--- src/rtl/regbank_pkg.sv ---
package regbank_pkg;
  localparam int ADDR_W = 8;
  localparam int DATA_W = 8;

  typedef struct packed {
    logic              run_wr;
    logic              blank_wr;
    logic              rate_wr;
    logic              commit;
    logic              clear;
    logic              duty_wr;
    logic              sel_wr;
    logic [ADDR_W-1:0] idx;
  } wr_dec_t;
endpackage

--- src/rtl/regbank_decode.sv ---
module regbank_decode
  import regbank_pkg::*;
#(
  parameter int NCH         = 18,
  parameter int DUTY_BASE   = 1,
  parameter int COMMIT_ADDR = 19,
  parameter int SEL_BASE    = 20,
  parameter int BLANK_ADDR  = 38,
  parameter int RATE_ADDR   = 39,
  parameter int CLEAR_ADDR  = 47
) (
  input  logic              wr_en,
  input  logic [ADDR_W-1:0] wr_addr,
  input  logic [DATA_W-1:0] wr_data,
  output wr_dec_t           dec
);
  logic [ADDR_W-1:0] off_duty, off_sel;
  logic              in_duty, in_sel, zero_data;

  always_comb begin
    off_duty  = wr_addr - ADDR_W'(DUTY_BASE);
    off_sel   = wr_addr - ADDR_W'(SEL_BASE);
    in_duty   = (wr_addr >= ADDR_W'(DUTY_BASE)) && (wr_addr < ADDR_W'(DUTY_BASE + NCH));
    in_sel    = (wr_addr >= ADDR_W'(SEL_BASE)) && (wr_addr < ADDR_W'(SEL_BASE + NCH));
    zero_data = (wr_data == '0);

    dec          = '0;
    dec.run_wr   = wr_en && (wr_addr == '0);
    dec.blank_wr = wr_en && (wr_addr == ADDR_W'(BLANK_ADDR));
    dec.rate_wr  = wr_en && (wr_addr == ADDR_W'(RATE_ADDR));
    dec.commit   = wr_en && (wr_addr == ADDR_W'(COMMIT_ADDR)) && zero_data;
    dec.clear    = wr_en && (wr_addr == ADDR_W'(CLEAR_ADDR)) && zero_data;
    dec.duty_wr  = wr_en && in_duty;
    dec.sel_wr   = wr_en && in_sel;
    dec.idx      = in_duty ? off_duty : (in_sel ? off_sel : '0);
  end
endmodule

--- src/rtl/regbank_stage.sv ---
module regbank_stage
  import regbank_pkg::*;
#(
  parameter int NCH = 18,
  parameter int DW  = 8,
  parameter int SW  = 6
) (
  input  logic              clk,
  input  logic              rst,
  input  wr_dec_t           dec,
  input  logic [DATA_W-1:0] wr_data,
  output logic [NCH*DW-1:0] duty_flat,
  output logic [NCH*SW-1:0] sel_flat
);
  for (genvar i = 0; i < NCH; i++) begin : g_ch
    logic [DW-1:0] sh_duty, live_duty;
    logic [SW-1:0] sh_sel, live_sel;
    logic          hit;

    assign hit = (dec.idx == ADDR_W'(i));

    always_ff @(posedge clk) begin
      if (rst || dec.clear) begin
        sh_duty   <= '0;
        sh_sel    <= '0;
        live_duty <= '0;
        live_sel  <= '0;
      end else begin
        if (dec.duty_wr && hit) sh_duty <= wr_data[DW-1:0];
        if (dec.sel_wr && hit)  sh_sel  <= wr_data[SW-1:0];
        if (dec.commit) begin
          live_duty <= sh_duty;
          live_sel  <= sh_sel;
        end
      end
    end

    assign duty_flat[i*DW +: DW] = live_duty;
    assign sel_flat[i*SW +: SW]  = live_sel;
  end
endmodule

--- src/rtl/regbank_ctl.sv ---
module regbank_ctl
  import regbank_pkg::*;
(
  input  logic              clk,
  input  logic              rst,
  input  wr_dec_t           dec,
  input  logic [DATA_W-1:0] wr_data,
  output logic              run,
  output logic              blank,
  output logic              rate_sel
);
  always_ff @(posedge clk) begin
    if (rst || dec.clear) begin
      run      <= 1'b0;
      blank    <= 1'b0;
      rate_sel <= 1'b0;
    end else begin
      if (dec.run_wr)   run      <= wr_data[0];
      if (dec.blank_wr) blank    <= wr_data[0];
      if (dec.rate_wr)  rate_sel <= wr_data[0];
    end
  end
endmodule

--- src/rtl/chan_regbank.sv ---
module chan_regbank
  import regbank_pkg::*;
#(
  parameter int NCH        = 18,
  parameter int DW         = 8,
  parameter int SW         = 6,
  parameter int CLEAR_ADDR = 47
) (
  input  logic              clk,
  input  logic              rst,
  input  logic              wr_en,
  input  logic [7:0]        wr_addr,
  input  logic [7:0]        wr_data,
  output logic [NCH*DW-1:0] duty_flat,
  output logic [NCH*SW-1:0] sel_flat,
  output logic              run,
  output logic              blank,
  output logic              rate_sel
);
  localparam int DUTY_BASE   = 1;
  localparam int COMMIT_ADDR = DUTY_BASE + NCH;
  localparam int SEL_BASE    = COMMIT_ADDR + 1;
  localparam int BLANK_ADDR  = SEL_BASE + NCH;
  localparam int RATE_ADDR   = BLANK_ADDR + 1;

  wr_dec_t dec;

  regbank_decode #(
    .NCH(NCH), .DUTY_BASE(DUTY_BASE), .COMMIT_ADDR(COMMIT_ADDR),
    .SEL_BASE(SEL_BASE), .BLANK_ADDR(BLANK_ADDR), .RATE_ADDR(RATE_ADDR),
    .CLEAR_ADDR(CLEAR_ADDR)
  ) u_dec (
    .wr_en(wr_en), .wr_addr(wr_addr), .wr_data(wr_data), .dec(dec)
  );

  regbank_stage #(.NCH(NCH), .DW(DW), .SW(SW)) u_stage (
    .clk(clk), .rst(rst), .dec(dec), .wr_data(wr_data),
    .duty_flat(duty_flat), .sel_flat(sel_flat)
  );

  regbank_ctl u_ctl (
    .clk(clk), .rst(rst), .dec(dec), .wr_data(wr_data),
    .run(run), .blank(blank), .rate_sel(rate_sel)
  );
endmodule

--- config.mk ---
export PLATFORM = sky130hd
export DESIGN_NAME = chan_regbank
export DESIGN_NICKNAME = d
export VERILOG_FILES = /design/src/rtl/regbank_pkg.sv /design/src/rtl/regbank_decode.sv /design/src/rtl/regbank_stage.sv /design/src/rtl/regbank_ctl.sv /design/src/rtl/chan_regbank.sv
export SDC_FILE = /design/constraint.sdc
export NUM_CORES = 1
export LEC_CHECK = 0
export BUFFER_PORTS_ARGS = -buffer_cell sky130_fd_sc_hd__buf_2
export CAP_MARGIN = 10
export CORE_MARGIN = 3
export CORE_UTILIZATION = 38
export CTS_BUF_LIST = sky130_fd_sc_hd__clkbuf_16
export CTS_CLUSTER_DIAMETER = 200
export DETAILED_ROUTE_END_ITERATION = 16
export HOLD_SLACK_MARGIN = 0.1
export PLACE_DENSITY = 0.66
export SLEW_MARGIN = 40
export SYNTH_ARGS = -nofsm -noshare
export SYNTH_HDL_FRONTEND = slang
export SYNTH_SLANG_ARGS = --single-unit
--- constraint.sdc ---
create_clock -name clk -period 3.5 [get_ports clk]
set_clock_uncertainty 0.05 [all_clocks]
set_input_delay 0.35 -clock clk [delete_from_list [all_inputs] [get_ports clk]]
set_output_delay 0.35 -clock clk [all_outputs]
set_load 0.005 [all_outputs]
==> flow_summary.ini, run 1 <==
[run_status]
status = finished clean

[grt]
antenna_found_initial = 3
gr-total-overflow = 0
grt_pass1_wl_um = 82400
grt_pass1_vias = 14600
grt_use_total_pct = 20.5
grt_max_degree = 128

[floorplan]
fp.dieW_um = 225
initial_core_util_pct = 38.8
core_mm2 = 0.0469
dieArea_mm2 = 0.0505
rows = 79
die_y_um = 225
ioPinCount = 274

[sta]
fin_crit_sh_pct = 80.2
finalSetupViolCount = 0
finalHoldViolations = 0
slew_headroom_pct = 42.2
tightest_slew_ns = 0.863
fin_tns_setup_ns = 0
rsz0062_at_grt = false
maxSlewViolCount = 0
fmax_ghz = 0.356
min_period_ns = 2.81

[setup_path]
critical_path_required_ns = 3.93
crit_type = in -> reg
reg2reg_depth = 2
start_kind = primary input
reg2reg_to = u_stage.g_ch[12].live_duty[7]
cp-end-kind = flip-flop
reg2reg_setup_slack_ns = 2.73
cp.arrival_ns = 3.24
critical_path.startpoint = wr_addr[0]
endpoint = u_stage.g_ch[12].sh_sel[3]
critical_path.slowest_cell = and2_1
worst-path-max-fanout = 15
crit_path_cell_trace = buf_2 > inv_1 > ha_1 > nor2b_1 > o21ai_1 > nand3_1 > a21o_1 > a21boi_2 > and2_1 > mux2i_1
reg2reg_from = u_stage.g_ch[12].sh_duty[7]
max_stage_delay_ns = 0.44

[yosys]
synthXorXnorAreaFrac_pct = 0.0482
synth_top_family_by_area = simple AND/OR/NAND/NOR gates
synth_area_leaders = dfxtp_1 (56%), nand2_1 (13%), a21oi_1 (7.1%)
synth_top_area_share_pct = 55.9
synthArstFlopShare_pct = 0
synth_seq_cells = 507
synth_cell_type_count = 53
synth-edff-count = 0
syn_avg_cell_area_um2 = 8.58
synthSimpleGateAreaFrac_pct = 19.2
synth.area.mux_share_pct = 6.62
yosys_warnings = 0
syn_area_mm2 = 0.0182
yosysMostFrequentCell = nand2_1
dominantRegCellSynth = dfxtp_1
synthCells = 2116
synth_compound_area_share_pct = 13.6
syn_nets = 2143
synth_seq_area_share_pct = 55.9
synth_top_area_cell = dfxtp_1
synth_common_cells = nand2_1 (640), dfxtp_1 (507), a21oi_1 (258)
yosys.area_share.adder_pct = 0.551

[cells_and_area]
n_antenna_cell = 0
drive_gt1_share_pct = 18.0
synthToLayoutAreaGrowth_pct = 20.5
nets = 2356

[clock_tree]
clk-insertion-delay-late_ns = 0.58
cts_sinks = 507
cts_tree = built
cts_root_buf = clkbuf_16
ctsLongestPathBuffers = 3
cts_buffers = 53
clkTransAtPathRegs_ns = 0.06
htreeDepth = 2

[route]
maxUsedRoutingLayer = met5
drt_wl_total_um = 53600
via_per_inst = 5.16
drtPass1Iterations = 5
route.detailed.drc = 0
antenna_left = 0
route.met2.wl_um = 24900
wire_per_inst_um = 18.0
num_vias = 15300
dr.first_iter.drc_count = 1045
wl_met1_um = 24200
wl_met3_um = 3650

[hold_path]
min-delay-path-class = in -> reg
worstHoldStart = rst

[power_and_ir_drop]
pwr-share-seq_pct = 50.6
leakagePower_nw = 8.48
powerDensity_mw_per_mm2 = 521
power_frac_clock_pct = 46.3
internal_power_mw = 8.88
finalPower_mw = 11.4
p_sw_mw = 2.52
ir_worst_vdd_mv = 0.404
p_comb_share_pct = 3.1
swShare_pct = 22.1

[placed_design]
dp_hpwl_um = 34300
place_congestion = 0.819
portBuffers = 273

[run]
drv_cap = 0
## power by group through the flow
stage | combinational (mW) | clock (mW) | sequential, mW
floorplan | 0.190 | 0 | 5.90
global placement | 0.341 | 0 | 5.90
detailed placement | 0.343 | 0 | 5.90
CTS | 0.349 | 5.41 | 5.77
global route | 0.373 | 5.64 | 5.77
finish | 0.348 | 5.28 | 5.78
## worst min path at each step
stage	endpoint	slack, ns	cells after the start
after CTS	u_stage.g_ch[7].sh_duty[4]	0.20	4
after global placement	u_stage.g_ch[17].live_sel[2]	0.39	2
after floorplan	u_stage.g_ch[0].live_sel[0]	0.38	2
final	u_stage.g_ch[7].sh_duty[4]	0.24	4
after global routing	u_stage.g_ch[7].sh_duty[7]	0.24	4
after detailed placement	u_stage.g_ch[16].live_sel[0]	0.39	2
## state kept, by name, indices dropped and copies added (netlist names)
register,cells
u_stage.g_ch.sh_duty,144
u_ctl.run,1
u_ctl.blank,1
u_stage.g_ch.live_duty,144
u_ctl.rate_sel,1
u_stage.g_ch.live_sel,108
u_stage.g_ch.sh_sel,108
## placed cells by master, fill, tap and decap left out, types with 3 or more instances in the layout
master	n
nand4_1	13
nor2b_1	6
nand2_1	638
ha_1	8
nor2_1	12
clkinv_2	5
and2_1	7
bufinv_16	4
buf_2	273
a21oi_1	258
clkbuf_16	53
dfxtp_1	507
nor3_1	3
buf_4	49
inv_1	16
nand2b_4	3
mux2i_1	119
buf_12	10
dlygate4sd3_1	5
clkinv_1	16
o21ai_0	134
o311ai_0	4
nand2b_1	6
and4_1	3
a211oi_1	3
o21ai_1	8
o211ai_1	27
nand3_1	125
## critical path, delay by kind of cell
kind	cells	cell delay, ns
multiplexers	1	0.26
AO/OA/AOI/OAI	3	1.01
adder cells (fa/ha/maj)	1	0.24
buffers and inverters	2	0.44
AND/OR/NAND/NOR	3	0.92
## routing by layer
metal / vias up / track usage [%]
li1: 7511 / -
met5: - / 0
met1: 7320 / 27.5
met3: 74 / 5.27
met4: 4 / 4.72
met2: 420 / 33.4
## cell families (layout without fill, tap and decap cells)
| logic type | Yosys count | in the layout |
|---|---|---|
| AND/OR/NAND/NOR | 839 | 839 |
| buffers and inverters | 186 | 436 |
| flip-flops | 507 | 507 |
| multiplexers | 120 | 120 |
| adder cells (fa/ha/maj) | 8 | 8 |
| AO/OA/AOI/OAI | 455 | 455 |
| XOR/XNOR | 1 | 1 |
## layout make-up
cell class	instances	area, µm²
Fill cell	4531	25000
Sequential cell	507	10100
Multi-Input combinational cell	1423	7350
Timing Repair Buffer	338	1990
Clock buffer	53	1330
Tap cell	607	759
Clock inverter	39	285
Inverter	6	22.5
## what timing repair did
| action | in CTS | in global routing |
|---|---|---|
| hold buffers | 5 | 0 |
| hold endpoints to repair | 11 | 0 |
| gates resized for setup | 0 | 0 |
| endpoints found under the setup margin | 0 | 0 |
| setup buffers | 0 | 0 |
## stage by stage
step           hold WS (ns)  worst slack, ns  cell area [µm²]  util [%]  std cells
4_1_cts               0.195            0.727            21900      46.7       2972
6_report              0.235            0.694            21900      46.7       2973
2_1_floorplan         0.382            0.413            18200         -       2116
3_3_place_gp          0.387            0.169            20200      43.1       2875
5_1_grt               0.243            0.514            21900      46.7       2973
3_5_place_dp          0.393            0.117            20200      43.2       2875
No activity file was read; power rests on OpenSTA's default activity.
==> run 2: changes to the inputs <==
==> constraint.sdc (replaced) <==
create_clock -name clk -period 2.76 [get_ports clk]
set_clock_uncertainty 0.05 [all_clocks]
set_input_delay 0.276 -clock clk [delete_from_list [all_inputs] [get_ports clk]]
set_output_delay 0.276 -clock clk [all_outputs]
set_load 0.005 [all_outputs]
==> run 2 against run 1 <==
Hold slack better by 0.0095 ns. Power is 27% higher. Global-route usage is 0.19 points lower. Cell count is 2.6% higher. Sequential share of layout area is 2.1 points lower. Worst setup slack worse by 0.58 ns. Clock power is 26% higher. Register-to-register slack worse by 1.2 ns. Wire length is 0.89% lower. Count of clock-buffer cells in the layout is 1 higher. Critical path type unchanged. Critical endpoint is now u_stage.g_ch[15].sh_duty[1]. Largest power group unchanged.
==> flow_summary.ini, run 2 (synthesis results as in run 1) <==
[run_status]
status = finished clean

[route]
wire_per_inst_um = 17.4
route.met2.wl_um = 24700
num_vias = 15600
maxUsedRoutingLayer = met5
drt_wl_total_um = 53200
dr.first_iter.drc_count = 1166
route.detailed.drc = 0
drtPass1Iterations = 7
via_per_inst = 5.13
antenna_left = 0
wl_met1_um = 24000
wl_met3_um = 3230

[cells_and_area]
fin_cells = 3049
drive_gt1_share_pct = 20.6
fin_util_pct = 48.9
layout_commonest_cell = nand2_1
most-common-layout-cells = nand2_1 (638), dfxtp_1 (507), buf_2 (273)
num-fill-cells = 4424
nets = 2424
synthToLayoutAreaGrowth_pct = 26.2
reg_top3 = u_stage.g_ch.live_duty: 144 flops, u_stage.g_ch.sh_duty: 144 flops
multi_input_area_mm2 = 0.00738
regArea_mm2 = 0.0101

[sta]
fin_crit_sh_pct = 95.9
min_period_ns = 2.65
hold_ws_ns = 0.245
finalSetupViolCount = 0
rsz0062_at_grt = false
finalHoldViolations = 0
fin_tns_setup_ns = 0
maxSlewViolCount = 0
slew_headroom_pct = 50.2
tightest_slew_ns = 0.747
fmax_ghz = 0.378

[grt]
grt_pass1_vias = 14800
grt_use_total_pct = 20.3
gr-total-overflow = 0
grt_max_degree = 134
antenna_found_initial = 3
grt_pass1_wl_um = 81800

[floorplan]
core_mm2 = 0.0469
ioPinCount = 274
dieArea_mm2 = 0.0505
die_y_um = 225
fp.dieW_um = 225
rows = 79
initial_core_util_pct = 38.8

[run]
drv_cap = 0

[clock_tree]
clkTransAtPathRegs_ns = 0.06
ctsLongestPathBuffers = 3
htreeDepth = 2
cts_tree = built
cts_root_buf = clkbuf_16
cts_buffers = 52
cts_sinks = 507
clk-insertion-delay-late_ns = 0.59

[power_and_ir_drop]
power_frac_clock_pct = 46.0
finalPower_mw = 14.5
leakagePower_nw = 8.99
pwr-share-seq_pct = 50.5
internal_power_mw = 11.3
powerDensity_mw_per_mm2 = 632
p_sw_mw = 3.21
p_comb_share_pct = 3.4
swShare_pct = 22.2
ir_worst_vdd_mv = 0.366

[placed_design]
portBuffers = 273
place_congestion = 0.823
dp_cells = 2942
dp_hpwl_um = 35900

[setup_path]
cp-end-kind = flip-flop
cp.arrival_ns = 3.06
crit_path_cell_trace = dlygate4sd3_1 > buf_2 > or4b_2 > nor4_1 > buf_4 > a31oi_4 > buf_12 > nand2_1 > mux2i_1
reg2reg_depth = 3
reg2reg_from = u_stage.g_ch[7].sh_duty[7]
max_stage_delay_ns = 0.67
start_kind = primary input
reg2reg_to = u_stage.g_ch[7].sh_duty[7]
crit_type = in -> reg
worst-path-max-fanout = 133
critical_path_required_ns = 3.18
reg2reg_setup_slack_ns = 1.57
critical_path.slowest_cell = or4b_2

[hold_path]
worstHoldStart = rst
hold_end = u_stage.g_ch[4].live_sel[5]
whs_path_depth = 4
min-delay-path-class = in -> reg
-- run 2: worst max-delay path by stage --
| stage | from | endpoint | slack [ns] | depth (start not counted) |
|---|---|---|---|---|
| 2_1_floorplan | wr_addr[2] | u_stage.g_ch[14].sh_duty[4] | 0.01 | 12 |
| 3_3_place_gp | wr_addr[2] | u_stage.g_ch[8].sh_sel[1] | -0.1 | 11 |
| 3_5_place_dp | wr_addr[0] | u_stage.g_ch[15].sh_sel[2] | -0.11 | 8 |
| 4_1_cts | wr_addr[0] | u_stage.g_ch[7].sh_duty[7] | 0.08 | 8 |
| 5_1_grt | wr_data[5] | u_stage.g_ch[7].sh_duty[7] | 0.07 | 9 |
| 6_report | wr_data[5] | u_stage.g_ch[15].sh_duty[1] | 0.11 | 9 |
-- run 2: cell type report --
| type | count | area share (%) |
|---|---|---|
| sequential | 507 | 44.3 |
| multi-input combinational | 1423 | 32.2 |
| timing repair buffer | 407 | 13.0 |
| clock buffer | 54 | 5.90 |
| tap | 607 | 3.31 |
| clock inverter | 42 | 1.18 |
| inverter | 6 | 0.0983 |
| antenna | 3 | 0.0328 |
-- run 2: power by group through the flow --
stage	combinational, mW	sequential, mW	clock, mW
after CTS	0.500	7.32	6.84
after global placement	0.487	7.49	0
after global routing	0.534	7.32	7.16
after floorplan	0.246	7.49	0
after detailed placement	0.493	7.49	0
final	0.500	7.32	6.67
-- run 2: worst max-delay path: cells and delay by family --
family          cells  cell delay [ns]
mux                 1             0.10
compound gates      1             0.15
simple gates        3             1.15
buf+inv             4             1.16
-- run 2: repair_timing --
action / CTS / global route
buffers inserted: 0 / 2
resized for setup: 0 / 2
endpoints found under the hold margin: 11 / 0
endpoints found under the setup margin: 0 / 2
hold buffers: 6 / 0
-- run 2: metrics by stage --
stage / setup WS [ns] / cell area, µm²
floorplan: 0.0133 / 18200
global placement: -0.0957 / 21200
detailed placement: -0.113 / 21200
CTS: 0.0753 / 22900
global route: 0.0738 / 22900
finish: 0.114 / 22900
-- run 2: per-layer routing --
layer | track usage [%] | up-vias
li1 | - | 7643
met2 | 33.3 | 459
met3 | 3.76 | 73
met1 | 27.4 | 7448
met5 | 0 | -
met4 | 6.19 | 4
